File: config.mk
export PLATFORM = sky130hd
export DESIGN_NAME = simd_pixel_mul
export DESIGN_NICKNAME = d
export VERILOG_FILES = /design/src/rtl/pmul_pkg.sv /design/src/rtl/pmul_operand_sel.sv /design/src/rtl/pmul_lane_mul.sv /design/src/rtl/pmul_place.sv /design/src/rtl/simd_pixel_mul.sv
export SDC_FILE = /design/constraint.sdc
export NUM_CORES = 2
export LEC_CHECK = 0
export ABC_CLOCK_PERIOD_IN_PS = 4300
export BUFFER_PORTS_ARGS = -buffer_cell sky130_fd_sc_hd__buf_2
export CAP_MARGIN = 10
export CORE_MARGIN = 5
export CORE_UTILIZATION = 65
export CTS_CLUSTER_SIZE = 8
export DETAILED_ROUTE_END_ITERATION = 6
export PLACE_DENSITY_LB_ADDON = 0.05
export SLEW_MARGIN = 5
export SYNTH_ARGS = -nofsm -noshare
export SYNTH_HDL_FRONTEND = slang
export SYNTH_SLANG_ARGS = --single-unit
export TNS_END_PERCENT = 1
File: constraint.sdc
create_clock -name clk_i -period 4.3 [get_ports clk_i]
set_input_delay 0.86 -clock clk_i [delete_from_list [all_inputs] [get_ports clk_i]]
set_output_delay 0.86 -clock clk_i [all_outputs]
set_load 0.1 [all_outputs]
File: src/rtl/pmul_pkg.sv
package pmul_pkg;
  typedef enum logic [2:0] {
    PM_QUAD     = 3'd0,
    PM_ALPHA_HI = 3'd1,
    PM_ALPHA_LO = 3'd2,
    PM_HI_BYTE  = 3'd3,
    PM_LO_BYTE  = 3'd4,
    PM_WIDE_HI  = 3'd5,
    PM_WIDE_LO  = 3'd6,
    PM_RSVD     = 3'd7
  } pm_mode_e;
endpackage

File: src/rtl/pmul_operand_sel.sv
module pmul_operand_sel
  import pmul_pkg::*;
#(
  parameter int LANES  = 4,
  parameter int BYTE_W = 8,
  parameter int COEF_W = 16
) (
  input  pm_mode_e                          mode_i,
  input  logic [LANES*COEF_W-1:0]           opa_i,
  input  logic [LANES*COEF_W-1:0]           opb_i,
  output logic [LANES-1:0][BYTE_W-1:0]      fac_o,
  output logic [LANES-1:0][COEF_W-1:0]      coef_o
);
  for (genvar i = 0; i < LANES; i++) begin : g_lane
    always_comb begin
      case (mode_i)
        PM_HI_BYTE, PM_WIDE_HI: fac_o[i] = opa_i[i*COEF_W+BYTE_W +: BYTE_W];
        PM_LO_BYTE, PM_WIDE_LO: fac_o[i] = opa_i[i*COEF_W +: BYTE_W];
        default:                fac_o[i] = opa_i[i*BYTE_W +: BYTE_W];
      endcase
      case (mode_i)
        PM_ALPHA_HI: coef_o[i] = opb_i[COEF_W +: COEF_W];
        PM_ALPHA_LO: coef_o[i] = opb_i[0 +: COEF_W];
        default:     coef_o[i] = opb_i[i*COEF_W +: COEF_W];
      endcase
    end
  end
endmodule

File: src/rtl/pmul_lane_mul.sv
module pmul_lane_mul #(
  parameter int BYTE_W = 8,
  parameter int COEF_W = 16,
  localparam int PROD_W = BYTE_W + COEF_W
) (
  input  logic [BYTE_W-1:0] fac_i,
  input  logic [COEF_W-1:0] coef_i,
  output logic [PROD_W-1:0] prod_o
);
  logic signed [PROD_W:0] fac_x, coef_x, full;
  always_comb begin
    fac_x  = {{(COEF_W+1){1'b0}}, fac_i};           // unsigned pixel
    coef_x = {{(BYTE_W+1){coef_i[COEF_W-1]}}, coef_i}; // signed coefficient
    full   = fac_x * coef_x;
    prod_o = full[PROD_W-1:0];
  end
endmodule

File: src/rtl/pmul_place.sv
module pmul_place
  import pmul_pkg::*;
#(
  parameter int LANES  = 4,
  parameter int BYTE_W = 8,
  parameter int COEF_W = 16,
  localparam int PROD_W = BYTE_W + COEF_W,
  localparam int DATA_W = LANES * COEF_W,
  localparam int WIDE_OFS = BYTE_W - 1
) (
  input  pm_mode_e                     mode_i,
  input  logic [LANES-1:0][PROD_W-1:0] prod_i,
  output logic [DATA_W-1:0]            res_o
);
  logic [LANES-1:0][COEF_W-1:0] rnd;

  for (genvar i = 0; i < LANES; i++) begin : g_rnd
    // middle window, rounded up on the first discarded bit
    assign rnd[i] = prod_i[i][PROD_W-1:BYTE_W]
                  + {{(COEF_W-1){1'b0}}, prod_i[i][BYTE_W-1]};
  end

  always_comb begin
    res_o = '0;
    case (mode_i)
      PM_RSVD: res_o = '0;
      PM_WIDE_HI, PM_WIDE_LO: begin
        for (int i = 0; i < LANES/2; i++)
          res_o[i*2*COEF_W+WIDE_OFS +: COEF_W] = rnd[i];
      end
      default: begin
        for (int i = 0; i < LANES; i++)
          res_o[i*COEF_W +: COEF_W] = rnd[i];
      end
    endcase
  end
endmodule

File: src/rtl/simd_pixel_mul.sv
module simd_pixel_mul
  import pmul_pkg::*;
#(
  parameter int LANES  = 4,
  parameter int BYTE_W = 8,
  parameter int COEF_W = 16
) (
  input  logic                    clk_i,
  input  logic                    rst_ni,
  input  logic                    valid_i,
  input  logic [2:0]              mode_i,
  input  logic [LANES*COEF_W-1:0] opa_i,
  input  logic [LANES*COEF_W-1:0] opb_i,
  output logic                    valid_o,
  output logic [LANES*COEF_W-1:0] result_o,
  output logic                    illegal_o
);
  localparam int PROD_W = BYTE_W + COEF_W;
  localparam int DATA_W = LANES * COEF_W;

  pm_mode_e                     mode_in;
  logic [LANES-1:0][BYTE_W-1:0] fac;
  logic [LANES-1:0][COEF_W-1:0] coef;
  logic [LANES-1:0][PROD_W-1:0] prod;
  logic [DATA_W-1:0]            placed;

  pm_mode_e                     s1_mode;
  logic [LANES-1:0][PROD_W-1:0] s1_prod;
  logic                         s1_valid;

  assign mode_in = pm_mode_e'(mode_i);

  pmul_operand_sel #(.LANES(LANES), .BYTE_W(BYTE_W), .COEF_W(COEF_W)) u_sel (
    .mode_i (mode_in),
    .opa_i  (opa_i),
    .opb_i  (opb_i),
    .fac_o  (fac),
    .coef_o (coef)
  );

  for (genvar i = 0; i < LANES; i++) begin : g_mul
    pmul_lane_mul #(.BYTE_W(BYTE_W), .COEF_W(COEF_W)) u_mul (
      .fac_i  (fac[i]),
      .coef_i (coef[i]),
      .prod_o (prod[i])
    );
  end

  // stage 1: raw products
  always_ff @(posedge clk_i or negedge rst_ni) begin
    if (!rst_ni) begin
      s1_mode  <= PM_QUAD;
      s1_prod  <= '0;
      s1_valid <= 1'b0;
    end else begin
      s1_mode  <= mode_in;
      s1_prod  <= prod;
      s1_valid <= valid_i;
    end
  end

  pmul_place #(.LANES(LANES), .BYTE_W(BYTE_W), .COEF_W(COEF_W)) u_place (
    .mode_i (s1_mode),
    .prod_i (s1_prod),
    .res_o  (placed)
  );

  // stage 2: rounded and placed result
  always_ff @(posedge clk_i or negedge rst_ni) begin
    if (!rst_ni) begin
      result_o  <= '0;
      valid_o   <= 1'b0;
      illegal_o <= 1'b0;
    end else begin
      result_o  <= placed;
      valid_o   <= s1_valid;
      illegal_o <= s1_valid && (s1_mode == PM_RSVD);
    end
  end
endmodule

== After elaboration in Yosys (flattened, before gate mapping) ==
Index checks and enable logic that the tools add are counted.
Operators by class
  equality and inequality tests: 9
  reduce and logical (&&, ||, !) cells: 5
  mux-type cells: 13
  multiply operators: 4
  add/sub/neg operators: 4
Operator list (count)
  one-hot mux 16 bit (2 select lines): 4
  multiplier 9 x 16 -> 24 bit: 4
  adder 16 x 1 -> 16 bit: 4
  2-to-1 mux 16 bit: 3
  one-hot mux 8 bit (2 select lines): 3
  equality test 3 bit (second input constant): 6
  2-to-1 mux 9 bit: 1
  2-to-1 mux 8 bit: 1
  2-to-1 mux 7 bit: 1
  equality test 3 x 2 -> 1 bit (second input constant): 2
  OR reduction 2 bit: 3
  equality test 3 x 1 -> 1 bit (second input constant): 1
  OR reduction 3 bit: 1
  logical AND 1 bit: 1
Storage, ports and cells
  bits in registers: 166
  input port bits: 134
  word-level logic and storage cells: 44
  output and inout port bits: 66

== Longest topological paths before layout ==
  word-level depth: 4
  gate-level depth with buffers: 26
  gate-level depth less buffers: 24

== Cells and area by module ==
A second synthesis with hierarchy kept.
Second synthesis, totals
  cell total of the unflattened synthesis: 2912
  area, all modules: 26485.4 um^2
By module, submodules not included
  pmul_lane_mul (g_mul[2].u_mul): seq. area each 0.0 um^2, instances 1, cells each 576, area each 4697.0 um^2
  pmul_lane_mul (g_mul[1].u_mul): seq. area each 0.0 um^2, instances 1, cells each 555, area each 4621.9 um^2
  pmul_lane_mul (g_mul[0].u_mul): seq. area each 0.0 um^2, instances 1, cells each 552, area each 4605.7 um^2
  pmul_lane_mul (g_mul[3].u_mul): seq. area each 0.0 um^2, instances 1, cells each 539, area each 4491.8 um^2
  simd_pixel_mul: seq. area each 4154.0 um^2, instances 1, cells each 167, area each 4162.7 um^2
  pmul_operand_sel: seq. area each 0.0 um^2, instances 1, cells each 252, area each 2212.1 um^2
  pmul_place: seq. area each 0.0 um^2, instances 1, cells each 271, area each 1694.1 um^2

== Worst setup path before layout ==
No wires, ideal clock.
  path kind: input to register
  from: input port mode_i[0]
  to: register s1_prod[95] (netlist name)
  arrival time: 6420 ps
  cell stages on the path: 24
  library setup time: 69 ps
  required time: 4231 ps
  slack: -2189 ps
  path buffers: 4
  cell sequence: buf_2 > buf_2 > nand2_1 > nand2_1 > buf_1 > nor2_1 > nor2_1 > clkbuf_1 > nand2_1 > fa_1 > inv_1 > fa_1 > fa_1 > inv_1 > fa_1 > inv_1 > ha_1 > a21o_1 > a21o_1 > a21o_1 > a221oi_4 > o211ai_4 > or4_1 > nand3_1
Between the ends
  cells in the longest elaborated chain, start to end: 4
  elaborated cells between the ends (all ways): 11
  classes of those cells: mul (1); eq/ne (6); mux (2); reduce/logical (2)
Ends and longest elaborated chain
  from (decl): line simd_pixel_mul.sv:11  | input logic [2:0] mode_i,
  equality test 3 bit or equality test 3 x 2 -> 1 bit (tied branches): line pmul_operand_sel.sv:16  | case (mode_i)
  OR reduction 2 bit: line pmul_operand_sel.sv:16
  one-hot mux 8 bit (2 select lines): line pmul_operand_sel.sv:16
  multiplier 9 x 16 -> 24 bit *: line pmul_lane_mul.sv:14  | full = fac_x * coef_x;
  net g_mul[3].u_mul.full[23]: line pmul_lane_mul.sv:10  | logic signed [PROD_W:0] fac_x, coef_x, full;
  to (signal assigned): line simd_pixel_mul.sv:57  | s1_prod <= prod;
  to (decl): line simd_pixel_mul.sv:28  | logic [LANES-1:0][PROD_W-1:0] s1_prod;
Mark *: on every way through the listed nets, which the timed path passes. The rest lies on a longest branch.

== Worst setup path in the final report ==
  from: input port mode_i[1]
  to: register s1_prod[22] (netlist name)
Between the ends
  cells in the longest elaborated chain, start to end: 4
  elaborated cells between the ends (all ways): 7
  classes of those cells: mul (1); eq/ne (3); mux (2); reduce/logical (1)
Ends and longest elaborated chain (line)
  equality test 3 x 2 -> 1 bit or equality test 3 bit (tied branches): pmul_operand_sel.sv:16
  OR reduction 2 bit: pmul_operand_sel.sv:16
  2-to-1 mux 8 bit: pmul_operand_sel.sv:16
  multiplier 9 x 16 -> 24 bit *: pmul_lane_mul.sv:14
  net g_mul[0].u_mul.full[22]: pmul_lane_mul.sv:10
Marks and branches as above.

==> results.md <==
* Status: finished with violations
* Failing checks: design-rule violations, negative setup slack
* Gp weighted congestion at 1.07
* Layout cells sized above 1 at 30.1%
* Period minus WS final at 6.68 ns
* Synth Area in XOR/XNOR at 5.24%
* # IOs at 200
* RSZ-0062 raised after global routing: true
* Synth area leaders: fa_1 (34%), dfrtp_1 (15%), ha_1 (9.6%)
* Count leader, synth: inv_1
* Final worst path period share at 155%
* Synth Area in Compound Gates at 8.90%
* WHS Path Cells at 0
* Core Footprint at 35600 sq um
* Post-synthesis adder-cell area fraction at 43.5%
* Routed Antenna Nets at 0
* Synth warnings at 0
* CTS clk-pin slew, worst paths at 0.06 ns
* Ys async rst share at 100%
* Hold Path Class: reg2reg
* Port bufs at 199
* Largest net degree at the start of global routing at 119
* Synth-to-layout area growth at 33.7%
* Setup Viol. Count Final at 68
* First-pass GRT wire length at 134000 um
* Clock sink count at 138
* Inserted Clock Buffers at 17
* Worst setup margin at -2.38 ns
* Worst Path Required at 4.65 ns
* Initial Util at 65.8%
* Most frequent cells after synthesis: inv_1 (575), nand2_1 (413), fa_1 (396)
* Ys flop type: dfrtp_1
* Routed via count at 24.9k
* EDFF count, synth at 0
* CTS tree: yes
* Die span in x at 200 um
* Cells after synthesis at 2688
* Avg Inst Size Synth at 8.70 sq um
* Worst skew pair latency at 0.44 ns
* Hold Buf Count CTS at 0
* CP Launch Type: primary input
* R2R Path Start: s1_mode[1]
* Starting DRC count in detailed routing at 3516
* Seq/Total Area, Yosys at 14.8%
* CP Class: in2reg
* Max frequency at 0.150 GHz
* CTS Buffer Depth at 2
* Chip height at 200 um
* R2R Setup Slk at 1.28 ns
* Final hold viol count at 0
* Hold Path Sink: valid_o
* Worst reg-to-reg path cell count at 3
* Combinational family with the most area after synthesis: adder cells
* Antenna violations before repair at 16
* Setup crit end kind: flip-flop
* H-tree depth at 4
* Drt pass-1 iters at 7
* Via density at 6.37
* GRT Total Usage at 43.7%
* Routed wire per std cell at 25.7 um
* Worst Tran Pin Value at 1.41 ns
* Critical path data arrival time at 7.03 ns
* Worst Hold Launch: s1_valid
* Post-synth cell types at 82
* Critical Path Fanout Max at 7
* Worst r2r dst: result_o[11]
* DRC Markers at 26
* Fin. max-slew vios at 0
* Root Buffer: clkbuf_16
* Simple-Gate Fraction of Synth Area at 16.1%
* Die Footprint at 39900 sq um
* Multiplexer fraction of the synthesized cell area at 1.06%
* Post-synth top area cell: fa_1
* Grt ovf at 0
* Routed WL at 101000 um
* Vias in the first global route at 24.7k
* Syn_nets at 3398
* Number of max-cap violations at 0
* Setup_tns at -99.03 ns
* Cell Area, Synth at 23400 sq um
* Share of the synthesized area in the top cell type at 33.9%
* # rows at 69
* Clock Skew at 0.0182 ns
* HPWL Detailed at 67100 um
* Number of synthesized register bits at 138
* Filler Cells Inserted at 1679
* Worst rel slew slack at 5.18%
* Final nets at 4141
## how the worst max path moves through the flow
stage          depth (start not counted)     endpoint  slack (ns)      start
2_1_floorplan                         25  s1_prod[95]       -1.56  mode_i[2]
3_3_place_gp                          23  s1_prod[23]       -2.08  mode_i[1]
3_5_place_dp                          23  s1_prod[23]       -2.22  mode_i[1]
4_1_cts                               25  s1_prod[22]       -1.56  mode_i[1]
5_1_grt                               24  s1_prod[22]       -2.25  mode_i[1]
6_report                              24  s1_prod[22]       -2.38  mode_i[1]
## layer usage
metal,part of all wire (%),global-route usage (%),wire length (um),up-vias
met4,9.8,20.9,9900,16
met1,32,55.6,32500,11633
li1,-,-,-,9737
met3,15,11.5,15500,952
met2,42,70.1,42600,2582
met5,0.19,0,190,-
## sequential cells by signal, indices dropped and copies added, names as in the netlist
signal     count
illegal_o      1
result_o      64
s1_mode        3
s1_prod       68
s1_valid       1
valid_o        1
## area by class of cell
cell class	count	area [sq um]	share of cell area, %
Antenna cell	7	17.5	0.0560
Sequential cell	138	3450	11.0
Timing Repair Buffer	790	5850	18.7
Clock buffer	17	425	1.36
Inverter	575	2160	6.90
Tap cell	461	577	1.84
Clock inverter	15	204	0.652
Multi-Input combinational cell	1909	18600	59.5
## worst max-delay path, stage by stage
cell     delay [ns]
buf_12         0.11
buf_12         0.12
xor2_4         0.21
and2_4         0.28
buf_4          0.14
nand2_1        0.05
nand2_2        0.10
buf_6          0.13
buf_4          0.13
inv_1          0.06
buf_4          0.13
nor2_1         0.15
fa_2           0.52
buf_4          0.19
fa_1           0.66
inv_1          0.27
fa_1           0.56
fa_1           0.82
inv_1          0.30
ha_1           0.41
inv_1          0.10
o31ai_2        0.34
buf_4          0.18
xor2_2         0.16
## timing repair
action / 4_1_cts / 5_1_grt
endpoints found under the setup margin: 68 / 68
cloned: 0 / 3
pin swaps: 72 / 78
resized for setup: 104 / 107
buffers inserted: 16 / 21
## through the flow
step / cell area [sq um] / setup WS, ns / std cells / utilization [%] / hold WS, ns
2_1_floorplan: 23700 / -1.56 / 2688 / - / 0.347
3_3_place_gp: 29300 / -2.08 / 3835 / 82.3 / 0.381
3_5_place_dp: 29300 / -2.22 / 3835 / 82.3 / 0.375
4_1_cts: 30500 / -1.56 / 3883 / 85.7 / 0.400
5_1_grt: 31300 / -2.25 / 3906 / 87.9 / 0.410
6_report: 31300 / -2.38 / 3912 / 88.0 / 0.408
## placed cells by master, fill, tap and decap left out, types with 15 or more instances in the layout
cell type	instances
nand2_1	391
fa_1	382
nand3_1	34
and2_1	28
buf_4	553
o21ai_0	21
o22ai_1	28
nor2_1	272
nand2b_1	16
inv_1	564
clkbuf_16	20
nor3_1	16
xor2_1	55
ha_4	21
nand2_2	15
o22a_1	15
a21oi_1	48
xnor2_1	70
buf_12	24
buf_2	196
dfrtp_1	138
a21o_1	44
ha_1	158
a21oi_2	26
## logic make-up (layout without fill, tap and decap cells)
kind of cell / Yosys count / count (layout)
buffers and inverters: 641 / 1397
AND/OR/NAND/NOR: 882 / 882
other: 0 / 7
adder cells (fa/ha/maj): 576 / 576
AO/OA/AOI/OAI: 290 / 290
flip-flops: 138 / 138
XOR/XNOR: 139 / 139
multiplexers: 22 / 22
Power is left out: the tool's default activity adds up to more than one toggle a clock period on the data nets, which glitch-free logic cannot reach.
